### config.mk
export PLATFORM = sky130hd
export DESIGN_NAME = flk_lock_ctrl
export DESIGN_NICKNAME = d
export VERILOG_FILES = /design/src/rtl/flk_pkg.sv /design/src/rtl/flk_cmd_fsm.sv /design/src/rtl/flk_lock_store.sv /design/src/rtl/flk_permit.sv /design/src/rtl/flk_lock_ctrl.sv
export SDC_FILE = /design/constraint.sdc
export NUM_CORES = 1
export LEC_CHECK = 0
export BUFFER_PORTS_ARGS = -buffer_cell sky130_fd_sc_hd__buf_4
export CAP_MARGIN = 20
export CORE_UTILIZATION = 44
export CTS_CLUSTER_SIZE = 25
export DETAILED_ROUTE_END_ITERATION = 8
export GPL_TIMING_DRIVEN = 0
export PLACE_DENSITY = 0.76
export SYNTH_ARGS = -nofsm -noshare
export SYNTH_HDL_FRONTEND = slang
export SYNTH_SLANG_ARGS = --single-unit
### constraint.sdc
create_clock -name clk -period 1.75 [get_ports clk]
set_clock_uncertainty 0.15 [all_clocks]
set_input_delay 0.2625 -clock clk [delete_from_list [all_inputs] [get_ports clk]]
set_output_delay 0.2625 -clock clk [all_outputs]
set_load 0.01 [all_outputs]
### src/rtl/flk_pkg.sv
package flk_pkg;

    typedef enum logic [1:0] {
        S_ARRAY,
        S_STATUS,
        S_SETUP,
        S_BUSY
    } flk_state_e;

    typedef enum logic [1:0] {
        OP_NONE,
        OP_BLK,
        OP_PERM,
        OP_CLR
    } flk_op_e;

    localparam logic [7:0] CMD_SETUP     = 8'h60;
    localparam logic [7:0] CMD_CONF_BLK  = 8'h01;
    localparam logic [7:0] CMD_CONF_PERM = 8'hF1;
    localparam logic [7:0] CMD_CONF_CLR  = 8'hD0;
    localparam logic [7:0] CMD_CLR_SR    = 8'h50;
    localparam logic [7:0] CMD_RD_SR     = 8'h70;
    localparam logic [7:0] CMD_RD_ARR    = 8'hFF;

    // compact error vector: [0] protection, [1] voltage, [2] lock, [3] unlock
    localparam logic [3:0] ERRM_PROT = 4'b0001;
    localparam logic [3:0] ERRM_VPP  = 4'b0010;
    localparam logic [3:0] ERRM_SET  = 4'b0100;
    localparam logic [3:0] ERRM_CLR  = 4'b1000;

    function automatic logic [7:0] sr_pack(input logic rdy, input logic [3:0] e);
        return {rdy, 1'b0, e[3], e[2], e[1], 1'b0, e[0], 1'b0};
    endfunction

endpackage

### src/rtl/flk_cmd_fsm.sv
module flk_cmd_fsm
    import flk_pkg::*;
#(
    parameter int BW       = 3,
    parameter int BUSY_CYC = 4
) (
    input  logic             clk,
    input  logic             rst_n,
    input  logic             we,
    input  logic [BW-1:0]    wr_blk,
    input  logic [7:0]       wr_data,
    input  logic             vpp_ok,
    input  logic             perm_lock,
    output logic             status_mode,
    output logic             busy,
    output logic [3:0]       err_o,
    output logic             apply_en,
    output flk_op_e          apply_op,
    output logic [BW-1:0]    apply_blk
);

    localparam int CW = $clog2(BUSY_CYC + 1);

    flk_state_e     state_q, state_d;
    logic [CW-1:0]  cnt_q, cnt_d;
    flk_op_e        op_q, op_d;
    logic [BW-1:0]  blk_q, blk_d;
    logic [3:0]     perr_q, perr_d;
    logic [3:0]     err_q, err_d;

    always_comb begin
        state_d = state_q;
        cnt_d   = cnt_q;
        op_d    = op_q;
        blk_d   = blk_q;
        perr_d  = perr_q;
        err_d   = err_q;
        unique case (state_q)
            S_ARRAY, S_STATUS: begin
                if (we) begin
                    if (wr_data == CMD_SETUP)       state_d = S_SETUP;
                    else if (wr_data == CMD_RD_SR)  state_d = S_STATUS;
                    else if (wr_data == CMD_RD_ARR) state_d = S_ARRAY;
                    else if (wr_data == CMD_CLR_SR) err_d   = '0;
                end
            end
            S_SETUP: begin
                if (we) begin
                    cnt_d   = CW'(BUSY_CYC - 1);
                    blk_d   = wr_blk;
                    perr_d  = '0;
                    op_d    = OP_NONE;
                    state_d = S_BUSY;
                    if (wr_data == CMD_CONF_BLK) begin
                        if (!vpp_ok)        perr_d = ERRM_VPP | ERRM_SET;
                        else if (perm_lock) perr_d = ERRM_PROT | ERRM_SET;
                        else                op_d   = OP_BLK;
                    end else if (wr_data == CMD_CONF_PERM) begin
                        if (!vpp_ok)        perr_d = ERRM_VPP | ERRM_SET;
                        else                op_d   = OP_PERM;
                    end else if (wr_data == CMD_CONF_CLR) begin
                        if (!vpp_ok)        perr_d = ERRM_VPP | ERRM_CLR;
                        else if (perm_lock) perr_d = ERRM_PROT | ERRM_CLR;
                        else                op_d   = OP_CLR;
                    end else begin
                        state_d = S_STATUS;
                        err_d   = err_q | ERRM_SET | ERRM_CLR;
                    end
                end
            end
            S_BUSY: begin
                if (cnt_q == '0) begin
                    state_d = S_STATUS;
                    err_d   = err_q | perr_q;
                end else begin
                    cnt_d = cnt_q - 1'b1;
                end
            end
        endcase
    end

    always_ff @(posedge clk or negedge rst_n) begin
        if (!rst_n) begin
            state_q <= S_ARRAY;
            cnt_q   <= '0;
            op_q    <= OP_NONE;
            blk_q   <= '0;
            perr_q  <= '0;
            err_q   <= '0;
        end else begin
            state_q <= state_d;
            cnt_q   <= cnt_d;
            op_q    <= op_d;
            blk_q   <= blk_d;
            perr_q  <= perr_d;
            err_q   <= err_d;
        end
    end

    always_comb begin
        status_mode = (state_q != S_ARRAY);
        busy        = (state_q == S_BUSY);
        err_o       = err_q;
        apply_en    = (state_q == S_BUSY) && (cnt_q == '0);
        apply_op    = op_q;
        apply_blk   = blk_q;
    end

    logic clr_cmd;
    assign clr_cmd = we && (wr_data == CMD_CLR_SR)
                     && (state_q == S_ARRAY || state_q == S_STATUS);

    assert_busy_exit_R4: assert property (@(posedge clk) disable iff (!rst_n)
        (state_q == S_BUSY) |=> (state_q == S_BUSY || state_q == S_STATUS));

    assert_err_sticky_R10: assert property (@(posedge clk) disable iff (!rst_n)
        !clr_cmd |=> ((err_q & $past(err_q)) == $past(err_q)));

    assert_bad_confirm_no_busy_R7: assert property (@(posedge clk) disable iff (!rst_n)
        (state_q == S_SETUP && we && wr_data != CMD_CONF_BLK
         && wr_data != CMD_CONF_PERM && wr_data != CMD_CONF_CLR)
        |=> (state_q == S_STATUS && err_q[3] && err_q[2]));

endmodule

### src/rtl/flk_lock_store.sv
module flk_lock_store
    import flk_pkg::*;
#(
    parameter int NBLK = 8,
    parameter int BW   = 3
) (
    input  logic             clk,
    input  logic             por_n,
    input  logic             apply_en,
    input  flk_op_e          apply_op,
    input  logic [BW-1:0]    apply_blk,
    output logic [NBLK-1:0]  blk_lock_o,
    output logic             perm_o
);

    logic [NBLK-1:0] blk_q;
    logic            perm_q;

    always_ff @(posedge clk or negedge por_n) begin
        if (!por_n) begin
            blk_q  <= '0;
            perm_q <= 1'b0;
        end else if (apply_en) begin
            unique case (apply_op)
                OP_NONE: ;
                OP_BLK:  if (!perm_q) blk_q[apply_blk] <= 1'b1;
                OP_PERM: perm_q <= 1'b1;
                OP_CLR:  if (!perm_q) blk_q <= '0;
            endcase
        end
    end

    assign blk_lock_o = blk_q;
    assign perm_o     = perm_q;

    assert_perm_sticky_R5: assert property (@(posedge clk) disable iff (!por_n)
        perm_q |=> perm_q);

    assert_frozen_locks_R8: assert property (@(posedge clk) disable iff (!por_n)
        perm_q |=> $stable(blk_q));

    assert_update_only_on_apply_R4: assert property (@(posedge clk) disable iff (!por_n)
        !apply_en |=> $stable(blk_q));

endmodule

### src/rtl/flk_permit.sv
module flk_permit #(
    parameter int NBLK = 8,
    parameter int BW   = 3
) (
    input  logic [NBLK-1:0] blk_lock,
    input  logic [BW-1:0]   pe_block,
    input  logic            wp_on,
    output logic            pe_permit
);

    logic [NBLK-1:0] deny;

    for (genvar g = 0; g < NBLK; g++) begin : g_gate
        assign deny[g] = wp_on && blk_lock[g] && (pe_block == BW'(g));
    end

    assign pe_permit = ~|deny;

endmodule

### src/rtl/flk_lock_ctrl.sv
module flk_lock_ctrl
    import flk_pkg::*;
#(
    parameter int NBLK     = 8,
    parameter int AW       = 12,
    parameter int BUSY_CYC = 4,
    localparam int BW      = $clog2(NBLK)
) (
    input  logic             clk,
    input  logic             por_n,
    input  logic             rst_n,
    input  logic             we,
    input  logic [AW-1:0]    wr_addr,
    input  logic [7:0]       wr_data,
    input  logic             vpp_ok,
    input  logic [7:0]       arr_rdata,
    output logic [7:0]       rd_data,
    output logic             ready,
    output logic [NBLK-1:0]  blk_lock,
    output logic             perm_lock,
    input  logic             wp_on,
    input  logic [BW-1:0]    pe_block,
    output logic             pe_permit
);

    logic          ctl_rst_n;
    logic          status_mode;
    logic          busy;
    logic [3:0]    err;
    logic          apply_en;
    flk_op_e       apply_op;
    logic [BW-1:0] apply_blk;
    logic [BW-1:0] wr_blk;
    logic          unused_addr_low;

    assign ctl_rst_n       = rst_n & por_n;
    assign wr_blk          = wr_addr[AW-1 -: BW];
    assign unused_addr_low = ^wr_addr[AW-BW-1:0];

    flk_cmd_fsm #(.BW(BW), .BUSY_CYC(BUSY_CYC)) u_fsm (
        .clk         (clk),
        .rst_n       (ctl_rst_n),
        .we          (we),
        .wr_blk      (wr_blk),
        .wr_data     (wr_data),
        .vpp_ok      (vpp_ok),
        .perm_lock   (perm_lock),
        .status_mode (status_mode),
        .busy        (busy),
        .err_o       (err),
        .apply_en    (apply_en),
        .apply_op    (apply_op),
        .apply_blk   (apply_blk)
    );

    flk_lock_store #(.NBLK(NBLK), .BW(BW)) u_store (
        .clk        (clk),
        .por_n      (por_n),
        .apply_en   (apply_en),
        .apply_op   (apply_op),
        .apply_blk  (apply_blk),
        .blk_lock_o (blk_lock),
        .perm_o     (perm_lock)
    );

    flk_permit #(.NBLK(NBLK), .BW(BW)) u_permit (
        .blk_lock  (blk_lock),
        .pe_block  (pe_block),
        .wp_on     (wp_on),
        .pe_permit (pe_permit)
    );

    assign ready   = !busy;
    assign rd_data = status_mode ? sr_pack(!busy, err) : arr_rdata;

    assert_permit_needs_wp_R11: assert property (@(posedge clk) disable iff (!por_n)
        !pe_permit |-> (wp_on && blk_lock[pe_block]));

    assert_array_after_reset_R1: assert property (@(posedge clk) disable iff (!por_n)
        !rst_n |=> (ready && rd_data == arr_rdata));

endmodule

**After elaboration in Yosys (flattened, before gate mapping)**

Cells that the tools add are included.

- Input port bits: 37
- Output and inout bits: 19
- Flip-flop bits (word level): 27
- Logic and storage cells: 131

- Reductions and logical operators: 35
- Mux-type cells: 46
- $add $sub $neg: 1
- Order comparisons: 2
- Equality and inequality tests: 34
- Bitwise operators: 4

Operators by type and width:

| kind | count |
|---|---|
| $mux W4 | 16 |
| $mux W2 | 16 |
| $eq A8 B7 Y1 const B | 3 |
| $eq A8 B8 Y1 const B | 3 |
| $mux W8 | 3 |
| $ne A2 B2 Y1 const B | 11 |
| $logic_and A1 B1 Y1 | 18 |
| $pmux W8 S2 | 1 |
| $eq A3 B3 Y1 const B | 4 |
| $mux W3 | 4 |
| $pmux W4 S3 | 1 |
| $reduce_and A10 Y1 | 1 |
| $eq A2 B2 Y1 const B | 4 |
| $eq A8 B1 Y1 const B | 1 |
| $or A8 B8 Y8 | 1 |
| $reduce_and A4 Y1 | 2 |
| $reduce_or A8 Y1 | 1 |
| $reduce_and A7 Y1 | 1 |
| $eq A3 B2 Y1 const B | 2 |
| $logic_not A3 Y1 | 2 |
| $pmux W2 S3 | 1 |
| $pmux W3 S2 | 1 |
| $reduce_bool A2 Y1 | 3 |
| $eq A2 B1 Y1 const B | 2 |
| 16 further kinds | 20 |

**Longest topological paths before layout**

Gate-level depths: netlist of the first run.

- Depth in word-level cells: 7
- Gate-level depth with buffers: 7
- Mapped depth without buffers: 7

**Modules after synthesis**

From an unflattened synthesis of the first run, not the netlist that was laid out.

- Cell total of the unflattened synthesis: 166
- Area total of the unflattened synthesis: 1625.3 um2

By module, submodules not included:

| module | cells an instance | area an instance (um2) | sequential area each (um2) | instances |
|---|---|---|---|---|
| flk_cmd_fsm | 116 | 1053.5 | 450.4 | 1 |
| flk_lock_store | 34 | 371.6 | 225.2 | 1 |
| flk_lock_ctrl | 11 | 122.6 | 0.0 | 1 |
| flk_permit | 5 | 77.6 | 0.0 | 1 |

**Least setup slack after synthesis of the first run**

No wires, ideal clock.

- Path kind: register to register
- Start: register u_fsm.cnt_q[0]
- End: register u_fsm.err_q[3], in the netlist u_fsm.err_o[3]
- Setup slack: -0.112 ns
- Cell stages (with the launch flop): 8
- Setup time: 0.121 ns
- Path buffers: 0
- Data required time: 1.479 ns
- Arrival: 1.591 ns
- Clock period less this slack: 1.862 ns
- Path through: dfrtp_1 inv_1 ha_1 ha_1 and3_1 o2111ai_1 or2_1 a22o_1

- Longest elaborated chain between the ends: 3

RTL lines:

| what | RTL line | source |
|---|---|---|
| from (decl) | flk_cmd_fsm.sv:25 | `logic [CW-1:0] cnt_q, cnt_d;` |
| from (signal assigned) | flk_cmd_fsm.sv:92 | `cnt_q <= cnt_d;` |
| $logic_not A3 Y1 | flk_cmd_fsm.sv:72 | `if (cnt_q == '0) begin` |
| $ne A2 B1 Y1 (no line) | n/a |  |
| $reduce_and A10 Y1 (no line) | n/a |  |
| to (signal assigned) | flk_cmd_fsm.sv:96 | `err_q <= err_d;` |
| to (decl) | flk_cmd_fsm.sv:29 | `logic [3:0] err_q, err_d;` |

Every way passes these cells.
A chain may end at the register's enable or synchronous reset.

**Worst setup path after layout of the first run**

- Start: register u_store.blk_q[1], in the netlist u_store.blk_lock_o[1]
- End: output pe_permit

- Longest elaborated chain between the ends: 4

RTL lines:

| what | RTL line | source |
|---|---|---|
| from (decl) | flk_lock_store.sv:16 | `logic [NBLK-1:0] blk_q;` |
| from (signal assigned) | flk_lock_store.sv:21 | `blk_q <= '0;` |
| from (signal, indexed assignment) | flk_lock_store.sv:26 | `OP_BLK: if (!perm_q) blk_q[apply_blk] <= 1'b1;` |
| from (signal assigned) | flk_lock_store.sv:28 | `OP_CLR: if (!perm_q) blk_q <= '0;` |
| $logic_and A1 B1 Y1 (2 in series) | flk_permit.sv:14 | `assign deny[g] = wp_on && blk_lock[g] && (pe_block == BW'(g));` |
| $reduce_or A8 Y1 | flk_permit.sv:17 | `assign pe_permit = ~\|deny;` |
| $logic_not A1 Y1 | flk_permit.sv:17 |  |
| to (decl) | flk_lock_ctrl.sv:23 | `output logic pe_permit` |

Every way passes these cells.

==> results of run 1 <==
cell type report:
class | count | area, sq um | area share, %
clock buffers | 3 | 22.5 | 0.953
clock inverters | 1 | 8.76 | 0.371
plain buffers | 3 | 30.0 | 1.27
multi-input cells | 113 | 913 | 38.7
inverters | 9 | 33.8 | 1.43
flip-flops and latches | 27 | 678 | 28.7
repair buffers | 76 | 621 | 26.3
well taps | 44 | 55.1 | 2.33
power groups by stage:
stage          sequential (mW)  combinational, mW  clock, mW
2_1_floorplan            0.747              0.217          0
3_3_place_gp             0.760              0.331          0
3_5_place_dp             0.767              0.344          0
4_1_cts                  0.763              0.417      0.315
5_1_grt                  0.777              0.479      0.338
6_report                 0.768              0.435      0.311
flip-flops by register name (all words and copies together) (netlist names):
register,cells
u_store.blk_lock_o,8
u_fsm.apply_blk,3
u_fsm.apply_op,2
u_fsm.err_o,4
u_store.perm_o,1
u_fsm.state_q,2
u_fsm.cnt_q,3
u_fsm.perr_q,4
cell usage in the layout (no fill, tap or decap), types with 5 or more instances in the layout:
cell type and count:
inv_1 7, nand2_1 5, mux2_4 5, buf_4 62, nor2_1 19, dlygate4sd3_1 5, a31oi_1 6, nor3_1 5
buf_6 12, dfrtp_1 25, a21oi_1 10
worst max-delay path by stage:
stage | startpoint | to | slack, ns | depth (start not counted)
global route | u_store.blk_lock_o[1] | pe_permit | -0.41 | 4
detailed placement | u_fsm.cnt_q[0] | u_store.blk_lock_o[6] | -0.28 | 7
CTS | u_store.blk_lock_o[3] | pe_permit | -0.35 | 4
floorplan | u_fsm.cnt_q[0] | u_fsm.err_o[3] | -0.04 | 7
global placement | u_fsm.cnt_q[0] | u_store.blk_lock_o[6] | -0.21 | 7
finish | u_store.blk_lock_o[1] | pe_permit | -0.35 | 4
synthesized netlist by cell type (2+ instances only):
| library cell | n |
|---|---|
| dfrtp_1 | 27 |
| nor2_1 | 20 |
| a21oi_1 | 12 |
| inv_1 | 9 |
| mux2_2 | 8 |
| nand2_1 | 7 |
| a31oi_1 | 6 |
| nor3_1 | 6 |
| nor4_1 | 6 |
| and2_1 | 5 |
| a22o_1 | 4 |
| buf_2 | 4 |
| nand2b_1 | 3 |
| nand3_1 | 3 |
| nand4_1 | 3 |
| nor2b_1 | 3 |
| o21ai_0 | 3 |
| and3_1 | 2 |
| ha_1 | 2 |
| mux4_2 | 2 |
| nand3b_1 | 2 |
| o31ai_1 | 2 |
critical path: stages, from the launching register on:
cell,delay [ns]
dfrtp_1,0.43
mux4_2,0.46
mux2_4,0.28
nand2_2,0.06
buf_6,0.10
layer usage:
metal / vias up / GRT usage, % / part of all wire, %
li1: 725 / - / -
met1: 735 / 31.8 / 43
met2: 39 / 41.3 / 51
met3: 9 / 1.92 / 4.3
met4: 0 / 8.31 / 1.7
met5: - / 0 / 0
repair_timing:
item | 4_1_cts | 5_1_grt
endpoints found under the hold margin | 30 | 0
endpoints found under the setup margin | 21 | 23
hold buffers | 5 | 0
cloned | 0 | 0
buffers inserted | 18 | 8
gates resized for setup | 36 | 11
pin swaps | 8 | 4
stage by stage:
stage               worst slack [ns]  power (mW)  cells  area, sq um
global route                  -0.413        1.60    276         2360
detailed placement            -0.279        1.11    245         1930
CTS                           -0.347        1.49    271         2290
global placement              -0.206        1.09    245         1930
floorplan                    -0.0355       0.964    155         1530
finish                        -0.350        1.51    276         2360
logic make-up after synthesis:
family | count (synthesis)
compound gates | 35
xor+xnor | 1
fa+ha+maj | 2
buf+inv | 15
flops | 27
mux | 11
simple gates | 64
==> impl_metrics.ini, run 1 <==
[status]
status = finished with violations
failed_checks = negative setup slack

[sta]
setup-violations-final = 7
period_minus_slack_ns = 2.10
worst_slew_pin_slew_ns = 0.843
finalHoldViolations = 0
slew_violations = 0
fmax_ghz = 0.476
fin_setup_tns_ns = -1.06
hold_ws_ns = 0.0212
rsz0062_at_grt = yes
fin_ws_ns = -0.350
slew_headroom_pct = 43.8
final.period_utilization_pct = 120

[clocking]
clkTransAtPathRegs_ns = 0.17
cts.sinks = 27
cts_root_buf = clkbuf_4
cts_buffer_depth = 2
cts.htree.levels = 1
clock_latency_ns = 0.35
cts_tree = done
numCtsBuffers = 3

[finish]
finalNetCount = 272
drive_gt1_share_pct = 47.4
syn2layout_area_growth_pct = 57.6
diodes = 0
final_util_pct = 74.9
fillCellCount = 229

[power]
total_leakage_power_nw = 1.10
seqPwrFrac_pct = 50.7
p_sw_mw = 0.487
vdd_drop_max_mv = 0.532
p_sw_share_pct = 32.2
p_per_area_mw_per_mm2 = 641
internal_power_mw = 1.03
p_clk_share_pct = 20.5
combPwrFrac_pct = 28.7

[logic_synthesis]
synthSimpleGateAreaFrac_pct = 22.5
synth_edf_count = 0
syn_area_per_cell_sq_um = 9.67
synth_xor_area_share_pct = 0.584
synth_top_cell_by_area = dfrtp_1
syn_nets = 194
yosysWarnings = 0
synth-compound-area-share_pct = 15.7
synth_area_leaders = dfrtp_1 45%, mux2_2 6.0%, nor2_1 5.0%
ys.flop_type = dfrtp_1
synthDistinctLibCells = 38
synth_top_area_share_pct = 45.1
synth_top_family_by_area = simple AND/OR/NAND/NOR gates
syn-cell-area_sq_mm = 0.00150
async_flop_share_pct = 100
synth-adder-area-share_pct = 1.67
synth_mux_area_share_pct = 9.68
synthCells = 155
synth_seq_cells = 27
yosysSeqAreaShare_pct = 45.1

[floorplan]
std_cell_rows = 20
fp.dieW_microns = 60.4
dieArea_sq_mm = 0.00364
start_util_pct = 47.5
core_sq_mm = 0.00315
io_pins = 56
die_h_microns = 60.4

[flow_run]
cap_violations = 0

[grt]
grt_pass1_vias = 1415
grt_usage_pct = 24.0
antenna_found_initial = 0
grt.overflow.total = 0
grt_max_degree = 19
grt_pass1_wl_microns = 6450

[detailed_routing]
drcViolationCount = 0
vias_per_cell = 5.46
wl_microns = 4250
first_pass_iters = 4
vias = 1508
wire_per_inst_microns = 15.4
ant_nets = 0
drt-initial-drc-count = 32

[setup_path]
reg2regPathDepth = 6
critPathKind = flop to output pin
required_ns = 1.34
rrSetupSlack_ns = -0.05
startpoint_type = flop
worstReg2RegStart = u_fsm.state_q[1]
rr_endpoint = u_fsm.err_o[2]
arrival_ns = 1.69
endpoint_kind = output pin
worstPathMaxFanout = 2

[worst_hold_path]
hold_class = primary input to flop
whs_path_depth = 3
hold-path-endpoint = u_fsm.apply_op[1]
min_from = vpp_ok

[placement]
portBuffers = 46
gp_congestion = 0.857
dp_hpwl_microns = 2730
Power figures use the tool's default switching activity.
==> inputs of run 2 (changes only) <==
ABC_AREA = 1   (was default)
CORE_UTILIZATION = 45   (was 44)
GPL_TIMING_DRIVEN = default   (was 0)
PLACE_DENSITY = 0.75   (was 0.76)
==> run 2 against run 1 <==
The run now ends clean. Maximum frequency increased by 25%. Critical path type unchanged. Critical endpoint unchanged. Area after synthesis increased by 11%. Combinational power decreased by 65%. Hold slack improved by 0.017 ns. Utilization decreased by 10 points. Clock power increased by 15%. Clock-buffer cell count unchanged. Highest routed layer unchanged. Largest cell class unchanged.
==> impl_metrics.ini, run 2 <==
[worst_hold_path]
min_from = wr_addr[9]
whs_path_depth = 3
hold_class = primary input to flop
hold-path-endpoint = u_fsm.apply_blk[0]

[finish]
mostFrequentLayoutCell = nand2_1
largest_reg_flops = 8
diodes = 0
final_cell_mix = 57 x nand2_1, 52 x buf_4, 37 x inv_1
syn2layout_area_growth_pct = 33.3
drive_gt1_share_pct = 30.8
fillCellCount = 321
finalNetCount = 326

[sta]
fmax_ghz = 0.593
slew_headroom_pct = 81.0
period_minus_slack_ns = 1.69
worst_slew_pin_slew_ns = 0.282
setup-violations-final = 0
slew_violations = 0
rsz0062_at_grt = yes
hold_ws_ns = 0.0378
finalHoldViolations = 0
fin_ws_ns = 0.0642
final.period_utilization_pct = 96.3

[grt]
grt_pass1_wl_microns = 6420
grt_pass1_vias = 1496
grt.overflow.total = 0
antenna_found_initial = 0
grt_max_degree = 19
grt_usage_pct = 20.3

[power]
total_leakage_power_nw = 1.22
p_per_area_mw_per_mm2 = 513
vdd_drop_max_mv = 0.344

[placement]
gp_congestion = 0.833
portBuffers = 46
dp_hpwl_microns = 2970
post-place-ws_ns = 0.0507

[logic_synthesis]
synth_edf_count = 0
async_flop_share_pct = 100
post-synth-top-count-cell = nand2_1
syn-cell-area_sq_mm = 0.00167
synth_seq_cells = 27
synth_top_area_share_pct = 40.5
synth_area_leaders = dfrtp_1 40%, nand2_1 13%, inv_1 8.8%
synth_top_cells_by_count = 59 x nand2_1, 39 x inv_1, 31 x nor2_1
synth_top_cell_by_area = dfrtp_1
syn_nets = 268
yosysSeqAreaShare_pct = 40.5
ys.flop_type = dfrtp_1
synthDistinctLibCells = 31
syn_area_per_cell_sq_um = 7.29
synthCells = 229
yosysWarnings = 0

[detailed_routing]
ant_nets = 0
vias_per_cell = 4.86
wl_microns = 3800
drt-initial-drc-count = 63
vias = 1613
drcViolationCount = 0
first_pass_iters = 4
wire_per_inst_microns = 11.4

[floorplan]
start_util_pct = 48.5
io_pins = 56
core_sq_mm = 0.00344
std_cell_rows = 21
fp.dieW_microns = 62.9
dieArea_sq_mm = 0.00396
die_h_microns = 62.9

[setup_path]
critPathKind = flop to output pin
arrival_ns = 1.27
rrSetupSlack_ns = 0.11
worstPathMaxFanout = 2
endpoint_kind = output pin
rr_endpoint = u_fsm.err_o[3]
required_ns = 1.34
crit_chain = inv_1, o21ai_1, a21oi_1, o21ai_0, nand3_1, buf_4
reg2regPathDepth = 10
startpoint_type = flop
worstReg2RegStart = u_fsm.cnt_q[0]
slowest_delay_ns = 0.37
slowest_stage = dfrtp_1

[clocking]
clkTransAtPathRegs_ns = 0.10
cts.sinks = 27
cts_buffer_depth = 2
numCtsBuffers = 3
cts_tree = done
cts.htree.levels = 1
cts_root_buf = clkbuf_8
clock_latency_ns = 0.27

[status]
status = completed

[flow_run]
cap_violations = 0
-- run 2: final cells by class --
type	instances	area [sq um]	share of cell area [%]
clock buffer	3	41.3	1.86
clock inverter	1	7.51	0.337
inverter	42	160	7.20
multi-input combinational	158	858	38.6
sequential	27	678	30.5
tap	46	57.6	2.59
timing repair buffer	55	422	19.0
-- run 2: critical path: cells and delay by family, from the launching register on --
| family | cells | cell delay (ns) |
|---|---|---|
| buffers and inverters | 2 | 0.21 |
| flip-flops | 1 | 0.37 |
| AO/OA/AOI/OAI | 3 | 0.33 |
| AND/OR/NAND/NOR | 1 | 0.09 |
-- run 2: timing repair --
item,in CTS,in global routing
endpoints found under the setup margin,5,16
hold buffers,2,0
buffers inserted,0,4
hold endpoints to repair,27,0
pin swaps,0,3
gates resized for setup,3,15
-- run 2: metal layers --
layer	wire length [microns]	global-route usage [%]	vias to the layer above
met5	0	0	-
met2	1840	33.9	39
met1	1810	27.1	728
met3	133	2.55	2
li1	-	-	844
met4	17	6.40	0
-- run 2: kinds of logic (layout without fill, tap and decap cells) --
family	Yosys count	after routing	synth area share [%]
AND/OR/NAND/NOR	119	119	32.4
buffers and inverters	44	101	10.5
AO/OA/AOI/OAI	37	37	15.1
flip-flops	27	27	40.5
adder cells (fa/ha/maj)	2	2	1.50
-- run 2: worst max path at each step --
stage	from	endpoint	slack, ns	cells past startpoint
2_1_floorplan	u_fsm.cnt_q[0]	u_fsm.err_o[0]	0.14	10
3_3_place_gp	u_fsm.cnt_q[0]	u_fsm.err_o[0]	0.07	10
3_5_place_dp	u_fsm.cnt_q[0]	u_fsm.err_o[0]	0.05	10
4_1_cts	u_fsm.state_q[1]	rd_data[1]	0.02	5
5_1_grt	u_fsm.cnt_q[1]	u_fsm.err_o[0]	-0.02	10
6_report	u_store.blk_lock_o[6]	pe_permit	0.06	6
-- run 2: per-stage QoR --
step | power, mW | util (%) | setup TNS, ns | instances | area [sq um]
floorplan | 0.704 | - | 0 | 229 | 1670
global placement | 0.787 | 60.4 | 0 | 322 | 2080
detailed placement | 0.789 | 60.4 | 0 | 322 | 2080
CTS | 1.15 | 62.7 | 0 | 328 | 2160
global route | 1.19 | 64.6 | -0.0688 | 332 | 2220
finish | 1.14 | 64.6 | 0 | 332 | 2220
-- run 2: report_power, final --
group	leakage, nW	total (mW)	internal [mW]	switching (mW)
logic	0.854	0.154	0.0783	0.0754
registers	0.343	0.629	0.627	0.00213
clock network	0.0217	0.359	0.162	0.198
